**config.mk**
```make
export PLATFORM = sky130hd
export DESIGN_NAME = skew_clock_banks
export DESIGN_NICKNAME = d
export VERILOG_FILES = /design/src/rtl/skew_pkg.sv /design/src/rtl/skew_select.sv /design/src/rtl/skew_wave.sv /design/src/rtl/bank_gate.sv /design/src/rtl/skew_clock_banks.sv
export SDC_FILE = /design/constraint.sdc
export NUM_CORES = 1
export LEC_CHECK = 0
export ABC_AREA = 1
export BUFFER_PORTS_ARGS = -buffer_cell sky130_fd_sc_hd__buf_4
export CAP_MARGIN = 30
export CORE_UTILIZATION = 30
export CTS_BUF_LIST = sky130_fd_sc_hd__clkbuf_8
export DETAILED_ROUTE_END_ITERATION = 6
export PLACE_DENSITY = 0.57
export SLEW_MARGIN = 10
export SYNTH_ARGS = -nofsm -noshare
export SYNTH_HDL_FRONTEND = slang
export SYNTH_SLANG_ARGS = --single-unit
```
**constraint.sdc**
```tcl
create_clock -name clk -period 6.9 [get_ports clk]
set_input_delay 0.345 -clock clk [delete_from_list [all_inputs] [get_ports clk]]
set_output_delay 0.345 -clock clk [all_outputs]
set_load 0.05 [all_outputs]
```
**src/rtl/skew_pkg.sv**
```systemverilog
package skew_pkg;

  typedef enum logic [1:0] {
    MODE_SKEW = 2'd0,
    MODE_DIV2 = 2'd1,
    MODE_DIV4 = 2'd2,
    MODE_INV  = 2'd3
  } mode_e;

  typedef enum logic [1:0] {
    KIND_FINE = 2'd0,
    KIND_DIV4 = 2'd1,
    KIND_INV  = 2'd2
  } kind_e;

  localparam logic [1:0] LVL_MID = 2'b01;
  localparam logic [3:0] IDX_LL  = 4'd0;
  localparam logic [3:0] IDX_HH  = 4'd8;

  // An undriven pin (11) reads as MID
  function automatic logic [1:0] level_of(input logic [1:0] pin);
    return (pin == 2'b11) ? LVL_MID : pin;
  endfunction

  // LL=0 ... HH=8, first letter weighted by three
  function automatic logic [3:0] code_index(input logic [3:0] sel);
    int hi, lo;
    hi = int'(level_of(sel[3:2]));
    lo = int'(level_of(sel[1:0]));
    return 4'(3 * hi + lo);
  endfunction

endpackage

```
**src/rtl/skew_select.sv**
```systemverilog
module skew_select
  import skew_pkg::*;
#(
  parameter kind_e KIND  = KIND_FINE,
  parameter int    SKW_W = 4
) (
  input  logic [3:0]              sel_i,
  output mode_e                   mode_o,
  output logic signed [SKW_W-1:0] skew_o,
  output logic                    is_ll_o
);

  logic [3:0] idx;
  int         off;

  always_comb begin
    idx     = code_index(sel_i);
    off     = int'(idx) - 4;
    is_ll_o = (idx == IDX_LL);
    mode_o  = MODE_SKEW;
    skew_o  = '0;
    if (KIND == KIND_FINE) begin
      skew_o = SKW_W'(off);
    end else if (idx == IDX_LL) begin
      mode_o = MODE_DIV2;
    end else if (idx == IDX_HH) begin
      mode_o = (KIND == KIND_DIV4) ? MODE_DIV4 : MODE_INV;
    end else begin
      skew_o = SKW_W'(2 * off);
    end
  end

endmodule

```
**src/rtl/skew_wave.sv**
```systemverilog
module skew_wave
  import skew_pkg::*;
#(
  parameter int PHASE_W = 4,
  parameter int CNT_W   = PHASE_W + 2,
  parameter int SKW_W   = PHASE_W
) (
  input  logic [CNT_W-1:0]        cnt_i,
  input  mode_e                   mode_i,
  input  logic signed [SKW_W-1:0] skew_i,
  input  logic                    pe_i,
  output logic                    raw_o,
  output logic                    stop_o
);

  localparam logic [CNT_W-1:0] HALF = CNT_W'(1) << (PHASE_W - 1);

  logic [CNT_W-1:0] skew_ext;
  logic [CNT_W-1:0] ph;
  logic [CNT_W-1:0] phd;

  always_comb begin
    skew_ext = {{(CNT_W-SKW_W){skew_i[SKW_W-1]}}, skew_i};
    ph       = cnt_i - skew_ext;
    phd      = pe_i ? cnt_i : (cnt_i - HALF);
    unique case (mode_i)
      MODE_SKEW: raw_o = ~ph[PHASE_W-1];
      MODE_DIV2: raw_o = ~phd[PHASE_W];
      MODE_DIV4: raw_o = ~phd[PHASE_W+1];
      MODE_INV:  raw_o = cnt_i[PHASE_W-1];
      default:   raw_o = 1'b0;
    endcase
    stop_o = (mode_i == MODE_INV) & pe_i;
  end

endmodule

```
**src/rtl/bank_gate.sv**
```systemverilog
module bank_gate (
  input  logic clk,
  input  logic rst,
  input  logic raw_i,
  input  logic stop_i,
  input  logic want_i,
  output logic q_o
);

  logic en_q;
  logic en_nx;

  // Enable may only change where the ungated value is at the rest level
  always_comb en_nx = (raw_i == stop_i) ? want_i : en_q;

  always_ff @(posedge clk) begin
    if (rst) begin
      en_q <= 1'b0;
      q_o  <= 1'b0;
    end else begin
      en_q <= en_nx;
      q_o  <= en_nx ? raw_i : stop_i;
    end
  end

endmodule

```
**src/rtl/skew_clock_banks.sv**
```systemverilog
module skew_clock_banks
  import skew_pkg::*;
#(
  parameter int NBANK    = 4,
  parameter int PHASE_W  = 4,
  parameter int FB_BANK  = 2,
  parameter int INV_BANK = 3
) (
  input  logic               clk,
  input  logic               rst,
  input  logic [4*NBANK-1:0] bank_sel_i,
  input  logic               soe_i,
  input  logic               pe_i,
  input  logic [1:0]         test_i,
  output logic [2*NBANK-1:0] clk_o
);

  localparam int CNT_W = PHASE_W + 2;
  localparam int SKW_W = PHASE_W;

  logic [CNT_W-1:0] cnt_q;
  logic             test_mid;

  always_ff @(posedge clk) begin
    if (rst) cnt_q <= '0;
    else     cnt_q <= cnt_q + CNT_W'(1);
  end

  always_comb test_mid = (level_of(test_i) == LVL_MID);

  for (genvar b = 0; b < NBANK; b++) begin : g_bank
    localparam kind_e KIND = (b == FB_BANK)  ? KIND_DIV4 :
                             (b == INV_BANK) ? KIND_INV  : KIND_FINE;

    mode_e                   mode;
    logic signed [SKW_W-1:0] skew;
    logic                    is_ll;
    logic                    raw;
    logic                    stop;
    logic                    want;
    logic                    q;

    skew_select #(.KIND(KIND), .SKW_W(SKW_W)) u_sel (
      .sel_i   (bank_sel_i[4*b +: 4]),
      .mode_o  (mode),
      .skew_o  (skew),
      .is_ll_o (is_ll)
    );

    skew_wave #(.PHASE_W(PHASE_W), .CNT_W(CNT_W), .SKW_W(SKW_W)) u_wave (
      .cnt_i  (cnt_q),
      .mode_i (mode),
      .skew_i (skew),
      .pe_i   (pe_i),
      .raw_o  (raw),
      .stop_o (stop)
    );

    if (b == FB_BANK) begin : g_fb
      always_comb want = !(soe_i && test_mid && is_ll);
    end else begin : g_std
      always_comb want = !soe_i || (test_mid && !is_ll);
    end

    bank_gate u_gate (
      .clk    (clk),
      .rst    (rst),
      .raw_i  (raw),
      .stop_i (stop),
      .want_i (want),
      .q_o    (q)
    );

    assign clk_o[2*b +: 2] = {q, q};
  end

endmodule

```
Yosys cells after proc, flatten, opt, wreduce, memory -nomap -nowiden:

Cells that the tools add are included.

* register bits: 14
* output and inout port bits: 8
* logic and storage cells: 104
* bits of input ports: 22

* multiply operators: 4
* muxes and demuxes: 26
* reductions and logical operators: 21
* equality and inequality tests: 20
* add/subtract/negate cells: 14
* bitwise logic cells: 10

Operator list (count)
* == test 2 bit, second input constant: 13
* 2-to-1 mux 2 bit: 13
* adder 4 x 3 -> 4 bit: 4
* logical NOT 4 bit: 4
* multiplier 2 x 2 -> 4 bit, first input constant: 4
* 2-to-1 mux 4 bit: 4
* subtractor 4 bit: 4
* == test 4 bit, second input constant: 2
* NOT 1 bit: 8
* case mux 1 bit (4 select lines): 2
* subtractor 4 x 3 -> 4 bit, second input constant: 2
* adder 6 x 1 -> 6 bit, second input constant: 1
* == test 2 x 1 -> 1 bit, second input constant: 3
* 2-to-1 mux 1 bit: 6
* 2-to-1 mux 6 bit: 1
* subtractor 3 bit, second input constant: 2
* subtractor 6 x 4 -> 6 bit, second input constant: 1
* logical AND 1 bit: 5
* logical NOT 1 bit: 5
* logical NOT 2 bit: 2
* OR reduction 2 bit: 2
* logical OR 1 bit: 3
* AND 1 bit: 2
* == test 1 bit: 2

Logic depth before layout (Yosys ltp):

Gate-level depths: netlist of the first run.

* depth in word-level cells: 13
* depth in mapped cells: 15
* mapped depth without buffers: 15

Modules after synthesis:

Synthesis of the first run repeated with hierarchy kept, for this count alone.

* cells, all modules: 367
* area total of the unflattened synthesis: 2092.0 um^2

Modules (own cells, without submodules)
* skew_wave: sequential area each 0.0 um^2, times used 4, cells an instance 42, area an instance 201.4 um^2
* bank_gate: sequential area each 40.0 um^2, times used 4, cells an instance 14, area an instance 90.1 um^2
* skew_clock_banks: sequential area each 120.1 um^2, times used 1, cells an instance 45, area an instance 329.1 um^2
* skew_select (g_bank[0].u_sel ...): sequential area each 0.0 um^2, times used 2, cells an instance 22, area an instance 143.9 um^2
* skew_select (g_bank[3].u_sel): sequential area each 0.0 um^2, times used 1, cells an instance 27, area an instance 155.1 um^2
* skew_select (g_bank[2].u_sel): sequential area each 0.0 um^2, times used 1, cells an instance 27, area an instance 153.9 um^2

Least setup slack after synthesis of the first run:

OpenSTA, ideal clock, no wires.

* kind: input -> register
* from: input port bank_sel_i[6]
* to: register g_bank[1].u_gate.en_q
* arrival: 2.693 ns
* setup time: 0.113 ns
* buffers on the path: 0
* stages on the path: 12
* slack: 4.094 ns
* required time: 6.787 ns
* cell sequence: or2_2 -> ha_1 -> ha_1 -> fa_1 -> ha_1 -> inv_1 -> ha_1 -> a31oi_1 -> xor2_1 -> nand2_1 -> nand2_1 -> nor2_1

* cells in the longest elaborated chain, start to end: 9
* elaborated cells on any way between the ends: 11
* classes of those cells: 3 x add/sub; 1 x mul; 1 x eq/ne; 2 x mux; 4 x reduce/logical

Ends and longest elaborated chain
* start, declared: line skew_clock_banks.sv:11 `input logic [4*NBANK-1:0] bank_sel_i,`
* == test 2 bit: line skew_pkg.sv:22 `return (pin == 2'b11) ? LVL_MID : pin;`
* 2-to-1 mux 2 bit (*): line skew_pkg.sv:22
* multiplier 2 x 2 -> 4 bit (*): line skew_pkg.sv:30 `return 4'(3 * hi + lo);`
* adder 4 x 3 -> 4 bit (*): line skew_pkg.sv:30
* branches (longest 4 deep; another with subtractor 4 x 3 -> 4 bit)
* 2-to-1 mux 1 bit (*): line bank_gate.sv:14 `always_comb en_nx = (raw_i == stop_i) ? want_i : en_q;`
* end signal, assigned: line bank_gate.sv:21 `en_q <= en_nx;`
* end, declared: line bank_gate.sv:10 `logic en_q;`

Every way passes the cells marked *.
A chain may end at the register's enable or synchronous reset.

Worst setup path after layout of the first run:

Ends and elaborated chain as after synthesis.

==> flow_metrics.py, run 1 <==
metrics = {
    "cts": {
        "cts_hold_buf": 0,
        "cts-root-buf": "clkbuf_8",
        "insertion_delay_ns": 0.25,
        "numCtsBuffers": 3,
        "cts.path.max_buffers": 2,
        "path_clk_slew_ns": 0.06,
        "cts_resized": 0,
        "post_cts_buffers": 0,
        "cts_htree_levels": 1,
        "clock_sinks": 14,
        "cts_tree": "built",
    },
    "finish": {
        "postLayoutCellArea_sq_um": 1638,
        "fillers": 476,
        "diodes": 0,
        "layout-drive-gt1-share_pct": 21.80,
        "mostFrequentLayoutCells": "inv_1, buf_4, nand2_1",
        "final_nets": 261,
        "area_delta_synth_final_pct": 15.94,
        "final_common_cell": "inv_1",
    },
    "yosys": {
        "synthMuxAreaShare_pct": 0,
        "synth_area_sq_um": 1413,
        "synth-compound-area-share_pct": 7.352,
        "ys_ff_latch": 14,
        "synth.avg_cell_area_sq_um": 7.099,
        "synth_cells": 199,
        "ys_warn_count": 0,
        "syn-num-nets": 248,
        "yosysSeqAreaShare_pct": 19.84,
        "synth_xor_area_share_pct": 4.960,
        "ys_types": 28,
        "yosys.area_share.simple_pct": 24.89,
        "synth_fa_ha_area_share_pct": 26.04,
        "synth_top_family_by_area": "adder cells",
    },
    "sta": {
        "rsz0062_at_grt": "no",
        "fin_ws_ns": 4.041,
        "hold_viol": 0,
        "tightest_slew_ns": 0.3592,
        "setup_tns_ns": 0,
        "final.period_utilization_pct": 41.43,
        "maxSlewHeadroom_pct": 75.87,
        "drv_slew": 0,
        "setup_viol": 0,
        "skew_ns": 0.004923,
        "fmax_ghz": 0.3498,
        "min_period_ns": 2.859,
    },
    "critical_path": {
        "path_max_fanout": 3,
        "cp-end-kind": "register",
        "path_cells": "buf_4 -> or2_2 -> ha_1 -> ha_1 -> fa_1 -> ha_1 -> inv_1 -> ha_1 -> a31oi_1 -> xor2_1 -> nand2_1 -> nand2_1 -> nor2_1",
        "cp_common_cell": "ha_1",
        "startpoint_type": "input pin",
        "path_class": "in2reg",
        "cp.arrival_ns": 3.00,
        "cp_slowest_cell": "fa_1",
        "cp.required_ns": 7.04,
        "cpPeakStageDelay_ns": 0.47,
    },
    "global_route": {
        "grtUsageTotal_pct": 11.17,
        "met3_usage_pct": 1.994,
        "grt_overflow_total": 0,
        "grt_pass1_vias": 1082,
        "met2_usage_pct": 19.09,
        "grt_use_met1_pct": 13.90,
        "top_usage_layer": "met2",
        "antenna_found_initial": 0,
        "grt_first_pass_wirelength_mm": 4.478,
        "grt_max_degree": 9,
    },
    "floorplan": {
        "dieArea_sq_um": 4987,
        "core_sq_um": 4444,
        "die_h_microns": 70.62,
        "io_pins": 30,
        "initial_core_util_pct": 31.78,
        "die_w_microns": 70.62,
        "rows": 24,
    },
    "hold_path": {
        "hold_path.class": "in2reg",
    },
    "power_and_ir_drop": {
        "p_clk_share_pct": 25.5,
        "pwr-share-comb_pct": 43.7,
        "sw_frac_of_total_pct": 37.58,
        "p_sw_uw": 119.4,
        "p_per_area_nw_per_um2": 194.0,
        "finalPower_uw": 317.8,
        "seqPwrFrac_pct": 30.9,
        "power.leakage_uw": 0.0008835,
        "vdd_drop_max_v": 0.00005811,
        "p_int_uw": 198.3,
    },
    "outcome": {
        "status": "finished, violations left",
        "violations": "design-rule violations",
    },
    "route": {
        "via_count": 1153,
        "ant_nets": 0,
        "finalWirelength_mm": 2.362,
        "wl_per_cell_microns": 8.981,
        "vias_per_cell": 4.384,
        "drt_iter0_markers": 57,
        "route.detailed.drc": 6,
        "drt-pass1-iter-count": 6,
    },
    "placement": {
        "io_buffers": 28,
        "post-dp-hpwl_mm": 2.025,
        "gp_congestion": 0.7924,
        "dpl_worst_slack_ns": 3.779,
        "placed_area_sq_um": 1583,
    },
    "run": {
        "maxCapViolations": 0,
    },
}
==> logic make-up after synthesis <==
logic type                 count (synthesis)
and+or+nand+nor                           78
buffers and inverters                     55
adders and majority gates                 27
AOI/OAI and AO/OA                         17
DFF                                       14
xor gates and xnor gates                   8
==> critical path: cells and delay by family <==
kind	cells	cell delay (ns)
and+or+nand+nor	4	0.47
xor gates and xnor gates	1	0.26
adders and majority gates	5	1.55
buffers and inverters	2	0.16
AOI/OAI and AO/OA	1	0.23
==> worst paths after layout <==
kind	startpoint	endpoint	slack, ns	cells past startpoint
setup / recovery	bank_sel_i[6]	g_bank[1].u_gate.en_q	4.04	13
hold / removal	rst	cnt_q[1]	0.32	2
setup reg to reg	cnt_q[2]	g_bank[1].u_gate.en_q	4.99	9
hold reg to reg	cnt_q[0]	cnt_q[0]	0.45	1
==> layout make-up <==
cell class / count / area [sq um] / share of cell area (%)
timing repair buffer: 28 / 210.2 / 12.83
inverter: 35 / 133.9 / 8.174
tap: 52 / 65.06 / 3.973
sequential: 14 / 280.3 / 17.11
clock buffer: 4 / 55.05 / 3.361
multi-input combinational: 130 / 893.4 / 54.55
==> power by group through the flow <==
stage	logic [uW]	clock network (uW)	registers, uW
3_3_place_gp	138	0	99.9
3_5_place_dp	140	0	100
4_1_cts	141	84.4	98.2
2_1_floorplan	115	0	99.0
5_1_grt	160	88.8	99.7
6_report	139	80.9	98.1
==> per-layer routing <==
layer,vias to the layer above,share of wire (%)
met5,-,0
met4,0,1.6
met3,4,4.4
met2,25,43
met1,486,51
li1,638,-
==> cell usage after synthesis <==
| cell type | number | area share [%] |
|---|---|---|
| a21oi_1 | 5 | 1.8 |
| a31oi_1 | 2 | 0.89 |
| buf_4 | 8 | 4.3 |
| clkbuf_1 | 12 | 3.2 |
| dfxtp_1 | 14 | 20 |
| fa_1 | 4 | 5.7 |
| ha_1 | 23 | 20 |
| inv_1 | 32 | 8.5 |
| inv_2 | 2 | 0.53 |
| inv_4 | 1 | 0.44 |
| nand2_1 | 25 | 6.6 |
| nand2_2 | 2 | 0.89 |
| nand3_1 | 13 | 4.6 |
| nand3b_1 | 1 | 0.53 |
| nand4_1 | 3 | 1.3 |
| nor2_1 | 24 | 6.4 |
| nor2_2 | 3 | 1.3 |
| nor3_1 | 2 | 0.71 |
| nor3_2 | 1 | 0.71 |
| o211ai_1 | 1 | 0.53 |
| o21a_1 | 1 | 0.53 |
| o21ai_0 | 3 | 1.1 |
| o21ai_1 | 2 | 0.71 |
| o21ai_2 | 1 | 0.62 |
| o41ai_1 | 2 | 1.2 |
| or2_2 | 4 | 1.8 |
| xnor2_1 | 3 | 1.9 |
| xor2_1 | 5 | 3.1 |
==> flip-flops by register name, summed over array words and instances (netlist names) <==
register and count:
cnt_q 6, g_bank.u_gate.en_q 4, g_bank.u_gate.q_o 4
==> per-stage QoR <==
stage                     instances  hold slack (ns)  utilization, %
final                           263           0.3166           36.85
after global placement          259           0.4273           35.61
after detailed placement        259           0.4358           35.61
after global routing            263           0.3130           36.85
after floorplan                 199           0.4132               -
after CTS                       263           0.3158           36.85
Note: power is estimated with default switching activity, not from simulation.
==> inputs of run 2 (changes only) <==
--- a/config.mk
+++ b/config.mk
@@ -5,13 +5,13 @@
 export SDC_FILE = /design/constraint.sdc
 export NUM_CORES = 1
 export LEC_CHECK = 0
-export ABC_AREA = 1
+export ABC_AREA = 0
 export BUFFER_PORTS_ARGS = -buffer_cell sky130_fd_sc_hd__buf_4
 export CAP_MARGIN = 30
 export CORE_UTILIZATION = 30
 export CTS_BUF_LIST = sky130_fd_sc_hd__clkbuf_8
 export DETAILED_ROUTE_END_ITERATION = 6
-export PLACE_DENSITY = 0.57
+export PLACE_DENSITY = 0.59
 export SLEW_MARGIN = 10
 export SYNTH_ARGS = -nofsm -noshare
 export SYNTH_HDL_FRONTEND = slang
==> constraint.sdc (replaced) <==
create_clock -name clk -period 2.35 [get_ports clk]
set_input_delay 0.1175 -clock clk [delete_from_list [all_inputs] [get_ports clk]]
set_output_delay 0.1175 -clock clk [all_outputs]
set_load 0.05 [all_outputs]
==> flow_metrics.py, run 2 <==
metrics = {
    "outcome": {
        "status": "finished, violations left",
        "violations": "negative setup slack",
    },
    "yosys": {
        "ys_ff_latch": 14,
        "synth.avg_cell_area_sq_um": 8.706,
        "synth_cells": 167,
        "yosys.area.top_type": "ha_1",
        "synth_edf_count": 0,
        "ys_types": 41,
        "synth.area.top_cells": "ha_1, dfxtp_1, xnor2_1",
        "postSynth.asyncResetShare_pct": 0,
        "synthTopCellsByCount": "ha_1, dfxtp_1, clkbuf_1",
        "syn-num-nets": 216,
        "ys_warn_count": 0,
        "synth_area_sq_um": 1454,
        "synth.most_common_cell": "ha_1",
        "synth_ff_type": "dfxtp_1",
        "synth_top_area_share_pct": 19.79,
        "yosysSeqAreaShare_pct": 19.28,
    },
    "finish": {
        "fin_util_pct": 41.64,
        "area_delta_synth_final_pct": 29.00,
        "mostFrequentLayoutCells": "buf_4, ha_1, dfxtp_1",
        "largest_register_ff_count": 6,
        "top_regs": "cnt_q x6, g_bank.u_gate.en_q x4, g_bank.u_gate.q_o x4",
        "final_nets": 245,
        "postLayoutCellArea_sq_um": 1876,
        "diodes": 0,
        "final_common_cell": "buf_4",
        "regMostFlops": "cnt_q",
        "layout-drive-gt1-share_pct": 36.08,
        "fillers": 442,
    },
    "floorplan": {
        "initial_core_util_pct": 32.28,
        "dieArea_sq_um": 5129,
        "die_h_microns": 71.62,
        "io_pins": 30,
        "core_sq_um": 4504,
        "die_w_microns": 71.62,
        "rows": 24,
    },
    "hold_path": {
        "holdPathStages": 2,
        "hold_path.class": "in2reg",
        "min_to": "g_bank[3].u_gate.en_q",
        "min_from": "soe_i",
    },
    "route": {
        "finalWirelength_mm": 2.820,
        "ant_nets": 0,
        "vias_per_cell": 4.736,
        "route.detailed.drc": 0,
        "drt-pass1-iter-count": 4,
        "via_count": 1165,
        "drt_iter0_markers": 21,
        "wl_per_cell_microns": 11.46,
    },
    "sta": {
        "hold_viol": 0,
        "rsz0062_at_grt": "yes",
        "fmax_ghz": 0.4163,
        "maxSlewHeadroom_pct": 76.88,
        "drv_slew": 0,
        "final.period_utilization_pct": 102.2,
        "fin_ws_ns": -0.05225,
        "tightest_slew_ns": 0.3463,
        "skew_ns": 0.001003,
        "setup_viol": 3,
        "min_period_ns": 2.402,
    },
    "cts": {
        "cts_hold_buf": 0,
        "clock_sinks": 14,
        "numCtsBuffers": 3,
        "path_clk_slew_ns": 0.06,
        "cts.path.max_buffers": 2,
        "cts-root-buf": "clkbuf_8",
        "cts_tree": "built",
        "cts_htree_levels": 1,
        "insertion_delay_ns": 0.24,
    },
    "critical_path": {
        "cp_slowest_cell": "fa_1",
        "cp.required_ns": 2.49,
        "reg2reg_from": "cnt_q[3]",
        "path_delay_family": "adder cells",
        "path_cells": "buf_6 -> or2_4 -> ha_4 -> ha_4 -> fa_1 -> ha_1 -> inv_1 -> ha_1 -> a31oi_1 -> xor2_1 -> nor3b_2 -> a21o_1",
        "cpPeakStageDelay_ns": 0.47,
        "timing.rr.end": "g_bank[3].u_gate.en_q",
        "cp.arrival_ns": 2.54,
        "reg2reg_depth": 7,
        "path_max_fanout": 2,
        "startpoint_type": "input pin",
        "path_class": "in2reg",
        "reg2reg_setup_slack_ns": 0.52,
        "path_buf_inv": 2,
        "cp-end-kind": "register",
    },
    "global_route": {
        "grt_overflow_total": 0,
        "grt_pass1_vias": 1125,
        "grt_first_pass_wirelength_mm": 4.823,
        "grt_max_degree": 15,
        "grtUsageTotal_pct": 12.06,
        "antenna_found_initial": 0,
    },
    "placement": {
        "io_buffers": 28,
        "gp_congestion": 0.7883,
        "post-dp-hpwl_mm": 2.287,
        "placed_area_sq_um": 1777,
        "dpl_worst_slack_ns": -0.3263,
    },
    "power_and_ir_drop": {
        "p_per_area_nw_per_um2": 519.1,
        "power.leakage_uw": 0.0008570,
        "vdd_drop_max_v": 0.0001819,
    },
    "run": {
        "maxCapViolations": 0,
    },
}
==> run 2: cell types whose count changed after synthesis, moves of 4 or more <==
| cell | before | now |
|---|---|---|
| nand2_1 | 25 | 2 |
| inv_1 | 32 | 11 |
| nor2_1 | 24 | 10 |
| nor2b_1 | 0 | 10 |
| nand3_1 | 13 | 4 |
| xnor2_1 | 3 | 10 |
| nand2b_1 | 0 | 4 |
==> run 2: logic make-up after synthesis <==
family | count (synthesis) | share of synthesized area (%)
xor+xnor | 13 | 7.831
simple gates | 45 | 17.81
fa+ha+maj | 27 | 25.30
mux | 6 | 4.389
buf+inv | 34 | 11.88
flops | 14 | 19.28
compound gates | 28 | 13.51
==> run 2: worst max path at each step <==
stage             startpoint                    end  slack [ns]  cells past startpoint
2_1_floorplan  bank_sel_i[6]  g_bank[1].u_gate.en_q       -0.10                     11
3_3_place_gp   bank_sel_i[6]  g_bank[1].u_gate.en_q       -0.33                     12
3_5_place_dp   bank_sel_i[6]  g_bank[1].u_gate.en_q       -0.33                     12
4_1_cts        bank_sel_i[2]  g_bank[0].u_gate.en_q       -0.06                     12
5_1_grt        bank_sel_i[2]  g_bank[0].u_gate.en_q       -0.16                     12
6_report       bank_sel_i[2]  g_bank[0].u_gate.en_q       -0.05                     12
==> run 2: routing by layer <==
metal	wire length [microns]	global-route usage [%]	part of all wire [%]	vias up
met4	18	3.922	0.64	0
li1	-	-	-	618
met5	0	0	0	-
met1	1299	15.01	46	527
met3	90	2.672	3.2	2
met2	1411	20.65	50	18
==> run 2: area by class of cell <==
cell class | instances | area [sq um] | area share (%)
Clock buffer | 3 | 41.29 | 2.201
Multi-Input combinational cell | 119 | 1091 | 58.17
Inverter | 12 | 45.04 | 2.402
Timing Repair Buffer | 46 | 352.8 | 18.81
Tap cell | 52 | 65.06 | 3.469
Sequential cell | 14 | 280.3 | 14.94
==> run 2: power breakdown <==
part	switching, uW	internal (uW)
combinational	249	239
sequential	19.2	270
clock	83.8	113
==> run 2: repair_timing <==
action                     CTS  global route
buffers inserted             0             2
gates resized for setup      2             6
setup endpoints to repair    2             6
pin swaps                    2             7
==> run 2: stage by stage <==
| step | hold WS (ns) | instances | setup TNS, ns | total power, uW |
|---|---|---|---|---|
| CTS | 0.1180 | 244 | -0.07824 | 959.8 |
| detailed placement | 0.3794 | 241 | -1.506 | 751.8 |
| floorplan | 0.2050 | 167 | -0.2008 | 638.7 |
| finish | 0.1156 | 246 | -0.09380 | 973.6 |
| global placement | 0.3743 | 241 | -1.395 | 747.3 |
| global route | 0.1098 | 246 | -0.3973 | 1051 |
==> inputs of run 3 (changes only) <==
--- a/config.mk
+++ b/config.mk
@@ -11,7 +11,7 @@
 export CORE_UTILIZATION = 30
 export CTS_BUF_LIST = sky130_fd_sc_hd__clkbuf_8
 export DETAILED_ROUTE_END_ITERATION = 6
-export PLACE_DENSITY = 0.59
+export PLACE_DENSITY = 0.57
 export SLEW_MARGIN = 10
 export SYNTH_ARGS = -nofsm -noshare
 export SYNTH_HDL_FRONTEND = slang
==> constraint.sdc (replaced) <==
create_clock -name clk -period 2.6 [get_ports clk]
set_input_delay 0.13 -clock clk [delete_from_list [all_inputs] [get_ports clk]]
set_output_delay 0.13 -clock clk [all_outputs]
set_load 0.05 [all_outputs]
==> flow_metrics.py, run 3 (synthesis results as in run 2) <==
metrics = {
    "floorplan": {
        "initial_core_util_pct": 32.28,
        "core_sq_um": 4504,
        "die_h_microns": 71.62,
        "dieArea_sq_um": 5129,
        "rows": 24,
        "io_pins": 30,
        "die_w_microns": 71.62,
    },
    "hold_path": {
        "hold_path.class": "in2reg",
        "min_from": "soe_i",
    },
    "critical_path": {
        "path_max_fanout": 2,
        "startpoint_type": "input pin",
        "cp-end-kind": "register",
        "reg2reg_from": "cnt_q[3]",
        "cp.arrival_ns": 2.62,
        "path_class": "in2reg",
        "critPathLaunch": "bank_sel_i[4]",
        "cp.required_ns": 2.74,
    },
    "finish": {
        "postLayoutCellArea_sq_um": 1783,
        "final_common_cell": "buf_4",
        "layout-drive-gt1-share_pct": 31.18,
        "mostFrequentLayoutCells": "buf_4, ha_1, dfxtp_1",
        "largest_register_ff_count": 6,
        "final_nets": 237,
        "top_regs": "cnt_q x6, g_bank.u_gate.en_q x4, g_bank.u_gate.q_o x4",
        "fin_cells": 238,
        "area_delta_synth_final_pct": 22.63,
        "regMostFlops": "cnt_q",
        "diodes": 0,
    },
    "run": {
        "maxCapViolations": 0,
    },
    "global_route": {
        "grt_first_pass_wirelength_mm": 4.843,
        "antenna_found_initial": 0,
        "grt_max_degree": 15,
        "grt_pass1_vias": 1098,
        "grt_overflow_total": 0,
        "grtUsageTotal_pct": 12.09,
    },
    "sta": {
        "min_period_ns": 2.475,
        "final.period_utilization_pct": 95.18,
        "drv_slew": 0,
        "maxSlewHeadroom_pct": 77.11,
        "tightest_slew_ns": 0.3380,
        "fmax_ghz": 0.4041,
        "setup_viol": 0,
        "fin_ws_ns": 0.1252,
        "skew_ns": 0.001888,
        "setup_tns_ns": 0,
        "hold_viol": 0,
    },
    "route": {
        "finalWirelength_mm": 2.877,
        "wl_per_cell_microns": 12.09,
        "drt_iter0_markers": 47,
        "ant_nets": 0,
        "via_count": 1156,
        "drt-pass1-iter-count": 4,
        "route.detailed.drc": 0,
        "vias_per_cell": 4.857,
    },
    "cts": {
        "path_clk_slew_ns": 0.06,
        "cts_tree": "built",
        "cts_hold_buf": 0,
        "cts.path.max_buffers": 2,
        "cts-root-buf": "clkbuf_8",
        "cts_htree_levels": 1,
        "insertion_delay_ns": 0.24,
        "numCtsBuffers": 3,
        "clock_sinks": 14,
    },
    "outcome": {
        "status": "finished, final reports clean",
    },
    "power_and_ir_drop": {
        "vdd_drop_max_v": 0.0001506,
        "power.leakage_uw": 0.0008106,
        "finalPower_uw": 861.3,
        "p_per_area_nw_per_um2": 483.1,
    },
    "placement": {
        "post-dp-hpwl_mm": 2.244,
        "dpl_worst_slack_ns": -0.2309,
        "gp_congestion": 0.7515,
        "placed_area_sq_um": 1654,
        "dp_cells": 232,
        "io_buffers": 28,
    },
}
[run 3: cell count changes in the layout (fill, tap and decap cells not counted), sizes merged]
cell	delta
buf	-8
[run 3: cell type report]
| class | count | area [sq um] |
|---|---|---|
| Sequential cell | 14 | 280.3 |
| Clock buffer | 3 | 41.29 |
| Multi-Input combinational cell | 119 | 1066 |
| Tap cell | 52 | 65.06 |
| Timing Repair Buffer | 38 | 285.3 |
| Inverter | 12 | 45.04 |
| Fill cell | 468 | 2721 |
[run 3: per-layer routing]
metal / global-route usage, % / wire length (microns) / vias to the layer above
met5: 0 / 0 / -
met4: 4.575 / 44 / 0
met3: 2.813 / 96 / 4
met2: 20.44 / 1380 / 19
met1: 14.91 / 1355 / 527
li1: - / - / 606
[run 3: per-stage QoR]
step / util [%] / hold WS (ns)
final: 39.58 / 0.1414
after global routing: 39.58 / 0.1393
after CTS: 37.64 / 0.1477
after detailed placement: 36.72 / 0.4022
after global placement: 36.72 / 0.3826
after floorplan: - / 0.2187
[run 3: path summary, 6_finish.rpt]
check / end / slack (ns) / cells after the start
setup / recovery: g_bank[1].u_gate.en_q / 0.13 / 12
hold / removal: g_bank[3].u_gate.en_q / 0.14 / 2
setup reg to reg: g_bank[3].u_gate.en_q / 0.47 / 7
hold reg to reg: g_bank[2].u_gate.q_o / 0.48 / 2
[run 3: report_power, final]
part	internal (uW)	total (uW)	switching (uW)
Combinational	199	416	217
Clock	103	181	78.6
Sequential	244	264	19.9
[run 3: timing repair]
item                                    4_1_cts  5_1_grt
resized for setup                             0       10
setup buffers                                 0        3
endpoints found under the setup margin        0        4
[run 3: critical path, stage by stage]
cell	delay, ns
buf_4	0.11
nor2b_1	0.22
ha_4	0.25
ha_4	0.16
fa_1	0.47
ha_1	0.29
inv_1	0.04
ha_1	0.27
a31oi_1	0.19
xor2_1	0.24
nor3b_2	0.08
a21o_1	0.16
